==> config.mk <==
export PLATFORM = sky130hd
export DESIGN_NAME = irq_ctl_top
export DESIGN_NICKNAME = d
export VERILOG_FILES = /design/src/rtl/irq_ctl_pkg.sv /design/src/rtl/irq_ctl_sync.sv /design/src/rtl/irq_ctl_edges.sv /design/src/rtl/irq_ctl_regs.sv /design/src/rtl/irq_ctl_prio.sv /design/src/rtl/irq_ctl_top.sv
export SDC_FILE = /design/constraint.sdc
export NUM_CORES = 1
export LEC_CHECK = 0
export ABC_AREA = 1
export BUFFER_PORTS_ARGS = -buffer_cell sky130_fd_sc_hd__buf_2
export CORE_ASPECT_RATIO = 1.75
export CORE_MARGIN = 2
export CORE_UTILIZATION = 50
export DETAILED_ROUTE_END_ITERATION = 8
export PLACE_DENSITY = 0.77
export RECOVER_POWER = 50
export SYNTH_ARGS = -nofsm -noshare
export SYNTH_HDL_FRONTEND = slang
export SYNTH_SLANG_ARGS = --single-unit
==> constraint.sdc <==
create_clock -name clk -period 1 [get_ports clk]
set_input_delay 0.1 -clock clk [delete_from_list [all_inputs] [get_ports clk]]
set_output_delay 0.1 -clock clk [all_outputs]
set_load 0.05 [all_outputs]
==> src/rtl/irq_ctl_pkg.sv <==
package irq_ctl_pkg;
  localparam int NUM_SRC = 8;
  localparam int IDX_W   = $clog2(NUM_SRC);
  localparam int REG_W   = 16;

  // bit positions of the control outputs in the upper byte
  localparam int B_T1_SRC = 8;
  localparam int B_T2_SRC = 9;
  localparam int B_T1_EN  = 10;
  localparam int B_T2_EN  = 11;
  localparam int B_PULLUP = 12;
  localparam int B_PDM    = 13;
  localparam int B_ARM    = 14;
  localparam int B_CMP    = 15;

  // polarity of the single pins: 1 = rising edge, 0 = falling edge
  localparam logic [3:0] D_RISE = 4'b0101;

  // lowest-numbered set bit of a source vector
  function automatic logic [IDX_W-1:0] first_set(input logic [NUM_SRC-1:0] v);
    logic [IDX_W-1:0] r;
    r = '0;
    for (int i = NUM_SRC - 1; i >= 0; i--) begin
      if (v[i]) r = IDX_W'(i);
    end
    return r;
  endfunction

  // all source bits strictly below idx
  function automatic logic [NUM_SRC-1:0] below(input logic [IDX_W-1:0] idx);
    logic [NUM_SRC-1:0] m;
    for (int i = 0; i < NUM_SRC; i++) m[i] = (IDX_W'(i) < idx);
    return m;
  endfunction

  // polarity-selected edge of one sampled pin set
  function automatic logic [3:0] pol_edge(input logic [3:0] cur, input logic [3:0] old);
    return (cur & ~old & D_RISE) | (~cur & old & ~D_RISE);
  endfunction
endpackage

==> src/rtl/irq_ctl_sync.sv <==
module irq_ctl_sync #(
  parameter int W      = 1,
  parameter int STAGES = 2
) (
  input  logic         clk,
  input  logic         rst_n,
  input  logic [W-1:0] din,
  output logic [W-1:0] dout
);
  logic [W-1:0] stg [STAGES];

  for (genvar s = 0; s < STAGES; s++) begin : g_stage
    always_ff @(posedge clk or negedge rst_n) begin
      if (!rst_n) stg[s] <= '0;
      else if (s == 0) stg[s] <= din;
      else stg[s] <= stg[(s == 0) ? 0 : s - 1];
    end
  end

  assign dout = stg[STAGES-1];
endmodule

==> src/rtl/irq_ctl_edges.sv <==
module irq_ctl_edges #(
  parameter int PF_W   = 8,
  parameter int STAGES = 2
) (
  input  logic            clk,
  input  logic            rst_n,
  input  logic [3:0]      d_pins,
  input  logic [PF_W-1:0] f_pins,
  output logic [3:0]      d_ev,
  output logic            f_ev
);
  import irq_ctl_pkg::*;

  logic [3:0]      d_s, d_old;
  logic [PF_W-1:0] f_s, f_old;

  irq_ctl_sync #(.W(4), .STAGES(STAGES)) u_sync_d (
    .clk(clk), .rst_n(rst_n), .din(d_pins), .dout(d_s));
  irq_ctl_sync #(.W(PF_W), .STAGES(STAGES)) u_sync_f (
    .clk(clk), .rst_n(rst_n), .din(f_pins), .dout(f_s));

  always_ff @(posedge clk or negedge rst_n) begin
    if (!rst_n) begin
      d_old <= '0;
      f_old <= '0;
    end else begin
      d_old <= d_s;
      f_old <= f_s;
    end
  end

  assign d_ev = pol_edge(d_s, d_old);
  assign f_ev = |(~f_s & f_old);
endmodule

==> src/rtl/irq_ctl_regs.sv <==
module irq_ctl_regs #(
  parameter int          ADDR_W    = 8,
  parameter int          DW        = 16,
  parameter logic [7:0]  PORT_ADDR = 8'h38
) (
  input  logic              clk,
  input  logic              rst_n,
  input  logic [ADDR_W-1:0] bus_addr,
  input  logic              bus_wr,
  input  logic              bus_rd,
  input  logic [DW-1:0]     bus_wdata,
  output logic [DW-1:0]     bus_rdata,
  output logic [DW-1:0]     ctrl
);
  logic hit;
  assign hit = (bus_addr == ADDR_W'(PORT_ADDR));

  always_ff @(posedge clk or negedge rst_n) begin
    if (!rst_n) begin
      ctrl      <= '0;
      bus_rdata <= '0;
    end else begin
      if (bus_wr && hit) ctrl <= bus_wdata;
      bus_rdata <= (bus_rd && hit) ? ctrl : '0;
    end
  end
endmodule

==> src/rtl/irq_ctl_prio.sv <==
module irq_ctl_prio (
  input  logic                                        clk,
  input  logic                                        rst_n,
  input  logic [irq_ctl_pkg::NUM_SRC-1:0]             src_ev,
  input  logic [irq_ctl_pkg::NUM_SRC-1:0]             mask,
  input  logic                                        ack,
  input  logic [irq_ctl_pkg::IDX_W-1:0]               ack_idx,
  output logic [irq_ctl_pkg::NUM_SRC-1:0]             pend,
  output logic                                        req,
  output logic [irq_ctl_pkg::IDX_W-1:0]               idx
);
  import irq_ctl_pkg::*;

  logic [NUM_SRC-1:0] clr, live;

  for (genvar i = 0; i < NUM_SRC; i++) begin : g_src
    assign clr[i] = ack && (ack_idx == IDX_W'(i));
    always_ff @(posedge clk or negedge rst_n) begin
      if (!rst_n) pend[i] <= 1'b0;
      else if (src_ev[i]) pend[i] <= 1'b1;
      else if (clr[i]) pend[i] <= 1'b0;
    end
  end

  assign live = pend & mask;
  assign req  = |live;
  assign idx  = first_set(live);
endmodule

==> src/rtl/irq_ctl_top.sv <==
module irq_ctl_top #(
  parameter int         ADDR_W      = 8,
  parameter logic [7:0] PORT_ADDR   = 8'h38,
  parameter int         PF_W        = 8,
  parameter int         SYNC_STAGES = 2
) (
  input  logic              clk,
  input  logic              rst_n,
  input  logic [ADDR_W-1:0] bus_addr,
  input  logic              bus_wr,
  input  logic              bus_rd,
  input  logic [15:0]       bus_wdata,
  output logic [15:0]       bus_rdata,
  input  logic              tmr_dac_uf,
  input  logic              tmr1_uf,
  input  logic              tmr2_uf,
  input  logic [3:0]        d_pins,
  input  logic [PF_W-1:0]   f_pins,
  input  logic              irq_ack,
  input  logic [2:0]        irq_ack_idx,
  output logic              irq_req,
  output logic [2:0]        irq_idx,
  output logic              t1_src,
  output logic              t2_src,
  output logic              t1_en,
  output logic              t2_en,
  output logic              pullup_en,
  output logic              pdm_mode,
  output logic              arm,
  output logic              cmp_en
);
  import irq_ctl_pkg::*;

  logic [REG_W-1:0]   ctrl_q;
  logic [NUM_SRC-1:0] src_ev, pend_q;
  logic [3:0]         d_ev;
  logic               f_ev;

  irq_ctl_regs #(.ADDR_W(ADDR_W), .DW(REG_W), .PORT_ADDR(PORT_ADDR)) u_regs (
    .clk(clk), .rst_n(rst_n), .bus_addr(bus_addr), .bus_wr(bus_wr),
    .bus_rd(bus_rd), .bus_wdata(bus_wdata), .bus_rdata(bus_rdata), .ctrl(ctrl_q));

  irq_ctl_edges #(.PF_W(PF_W), .STAGES(SYNC_STAGES)) u_edges (
    .clk(clk), .rst_n(rst_n), .d_pins(d_pins), .f_pins(f_pins),
    .d_ev(d_ev), .f_ev(f_ev));

  // source order sets priority: bit 0 wins
  assign src_ev = {d_ev[3], d_ev[2], d_ev[1], f_ev, d_ev[0], tmr2_uf, tmr1_uf, tmr_dac_uf};

  irq_ctl_prio u_prio (
    .clk(clk), .rst_n(rst_n), .src_ev(src_ev), .mask(ctrl_q[NUM_SRC-1:0]),
    .ack(irq_ack), .ack_idx(irq_ack_idx), .pend(pend_q),
    .req(irq_req), .idx(irq_idx));

  assign t1_src    = ctrl_q[B_T1_SRC];
  assign t2_src    = ctrl_q[B_T2_SRC];
  assign t1_en     = ctrl_q[B_T1_EN];
  assign t2_en     = ctrl_q[B_T2_EN];
  assign pullup_en = ctrl_q[B_PULLUP];
  assign pdm_mode  = ctrl_q[B_PDM];
  assign arm       = ctrl_q[B_ARM];
  assign cmp_en    = ctrl_q[B_CMP];
endmodule

==> impl_metrics.toml <==
[outcome]
status = "finished, violations left"
violations = "setup timing"

[critical_path]
ff2ff_setup_slack_ps = 120
cp_slowest_cell = "dfrtp_1"
endpoint_kind = "output pin"
path_max_fanout = 2
cp.required_ps = 900
max_stage_delay_ps = 390
cp-endpoint = "irq_idx[0]"
cp_num_buf_inv = 1
crit_chain = "nand2_2 -> nand2_1 -> nand2_1 -> nand2_1 -> nand2_1 -> nand2_2 -> a21oi_4 -> buf_6"
cp-start-kind = "register"
crit_family = "simple AND/OR/NAND/NOR gates"
r2r-end = "u_prio.pend[4]"
worst-path-stages = 8
path_class = "reg2out"
r2r_start = "u_prio.pend[4]"
arrival_ps = 1450
ff2ff_path_depth = 3
crit_path_start = "u_prio.pend[6]"
crit_top_cell = "nand2_1"

[layout]
instances_no_fill = 425
final_cell_area_um2 = 3980
multi_input_area_um2 = 673
n_antenna_cell = 0
final_nets = 412
layout_commonest_cell = "dfrtp_1"
final_cell_mix = "76 x dfrtp_1, 46 x nand2_1, 45 x buf_2, 35 x inv_1, 28 x buf_6"
utilization_pct = 76.4
regArea_um2 = 1900
nFillCells = 344
drive_above_1_share_pct = 37.8
area_growth_pct = 48.6

[timing]
fin_skew_ps = 4.12
hold_viol = 0
fmax_mhz = 645
post-route-min-period_ps = 1550
grt_setup_unrepaired = "yes"
worstMarginPinSlew_ps = 654
fin_tns_setup_ps = -1960
drv_slew = 0
slew_headroom_pct = 56.4
setup_viol = 9
holdWs_ps = 6.99
min_period_over_period_pct = 155
layout_setup_ws_ps = -551

[clock_tree]
cts-root-buf = "clkbuf_8"
path_clk_slew_ps = 80
cts_sinks = 76
h-tree-depth = 3
numCtsBuffers = 9
tritoncts = "yes"
cts_buffer_depth = 2
clk_latency_ps = 350

[place]
place_inst = 370
routabilityCongestion = 0.811
dp_hpwl_um = 3450
post-place-ws_ps = -313
io_buffers = 74
placed_area_um2 = 3200

[synth]
seq_area_frac_synth_pct = 71.0
synth_area_per_cell_um2 = 11.3
yosys.cell_types.count = 23
syn_nets = 285
syn_inst = 238
netlist_area_um2 = 2680
ys_warn_count = 0
ys_ff_latch = 76

[grt]
grt_max_degree = 77
antenna_found_initial = 0
globalRouteOverflowTotal = 0
grt_usage_pct = 22.0
grt_pass1_vias = 2120
grt_pass1_wl_um = 9390

[route]
viasPerCell = 4.79
drc = 0
vias = 2037
first_pass_iters = 6
drtAntennaViolNets = 0
drt_iter0_drc = 67
routed_wl_um = 5770
wl_per_cell_um = 13.6

[floorplan]
initial_core_util_pct = 51.4
die_w_um = 59.3
std_cell_rows = 35
dieArea_um2 = 5980
ios = 75
die_h_um = 101
placeableCoreArea_um2 = 5210

[power]
ir_worst_vdd_mv = 1.45
power_mw = 6.73
leakagePower_nw = 2.06
power_density_nw_per_um2 = 1690

[worst_hold_path]
hold_class = "in2reg"

[run]
maxCapViolations = 0
## state kept, by name, summed over array words and instances, names as in the netlist
signal and flops:
u_regs.bus_rdata 16, u_regs.ctrl 16, u_edges.d_old 4, u_edges.u_sync_d.stg 4, u_prio.pend 8, u_edges.u_sync_d.dout 4, u_edges.u_sync_f.stg 8, u_edges.f_old 8
u_edges.u_sync_f.dout 8
## report_power, final
part / leakage [nW] / total, mW / internal [mW] / switching, mW
clock network: 0.114 / 2.66 / 1.50 / 1.16
registers: 0.939 / 3.25 / 3.19 / 0.0596
logic: 1.01 / 0.817 / 0.356 / 0.461
## per-layer routing
layer	share of wire [%]	wire length, µm	global-route usage, %
met1	36	2070	23.3
met2	56	3220	37.3
met3	4.8	279	5.52
met4	3.3	191	14.2
met5	0	0	0
## Yosys cell counts (all sizes together)
cell,instances,share of area (%)
nand2,58,8.7
inv,35,4.9
or2,1,0.23
o31ai,1,0.28
nand3,18,3.6
a31oi,1,0.23
a21oi,1,0.19
nor3,2,0.37
clkbuf,1,0.14
dfrtp,76,71
o21ai,10,1.9
buf,4,1.3
o22ai,4,0.93
nand3b,1,0.42
nor2,24,5.6
o21bai,1,0.28
## timing repair
action                                  in CTS  in global routing
pin swaps                                    3                  0
resized for setup                           61                  4
endpoints found under the hold margin      101                  1
endpoints found under the setup margin      28                 25
hold buffers                                26                  1
setup buffers                               11                  1
## cell families (layout without fill, tap and decap cells)
| group | after synthesis | count (layout) | share of synthesized area (%) |
|---|---|---|---|
| AOI/OAI and AO/OA | 18 | 18 | 3.79 |
| buffers and inverters | 40 | 172 | 6.36 |
| DFF | 76 | 76 | 71.0 |
| and+or+nand+nor | 104 | 104 | 18.8 |
## how the worst min path moves through the flow
stage                              endpoint  cells past startpoint    startpoint
detailed placement  u_edges.u_sync_f.stg[8]                      2         rst_n
CTS                          u_regs.ctrl[7]                      3  bus_wdata[7]
floorplan                  u_edges.d_old[0]                      0         rst_n
global route                 u_regs.ctrl[3]                      3  bus_wdata[3]
finish                       u_regs.ctrl[3]                      3  bus_wdata[3]
global placement    u_edges.u_sync_f.stg[8]                      2         rst_n
## final cells by class
type / instances / area share (%)
inverter: 35 / 3.30
clock inverter: 6 / 2.36
multi-input combinational: 122 / 16.9
timing repair buffer: 121 / 24.4
sequential: 76 / 47.8
clock buffer: 10 / 3.46
tap: 55 / 1.73
## worst reg2reg max path, delay by kind of cell (launching register included)
| kind | cells | cell delay (ps) |
|---|---|---|
| AO/OA/AOI/OAI | 1 | 70 |
| buffers and inverters | 1 | 140 |
| flip-flops | 1 | 400 |
| AND/OR/NAND/NOR | 1 | 140 |
No activity file was read; power rests on OpenSTA's default activity.
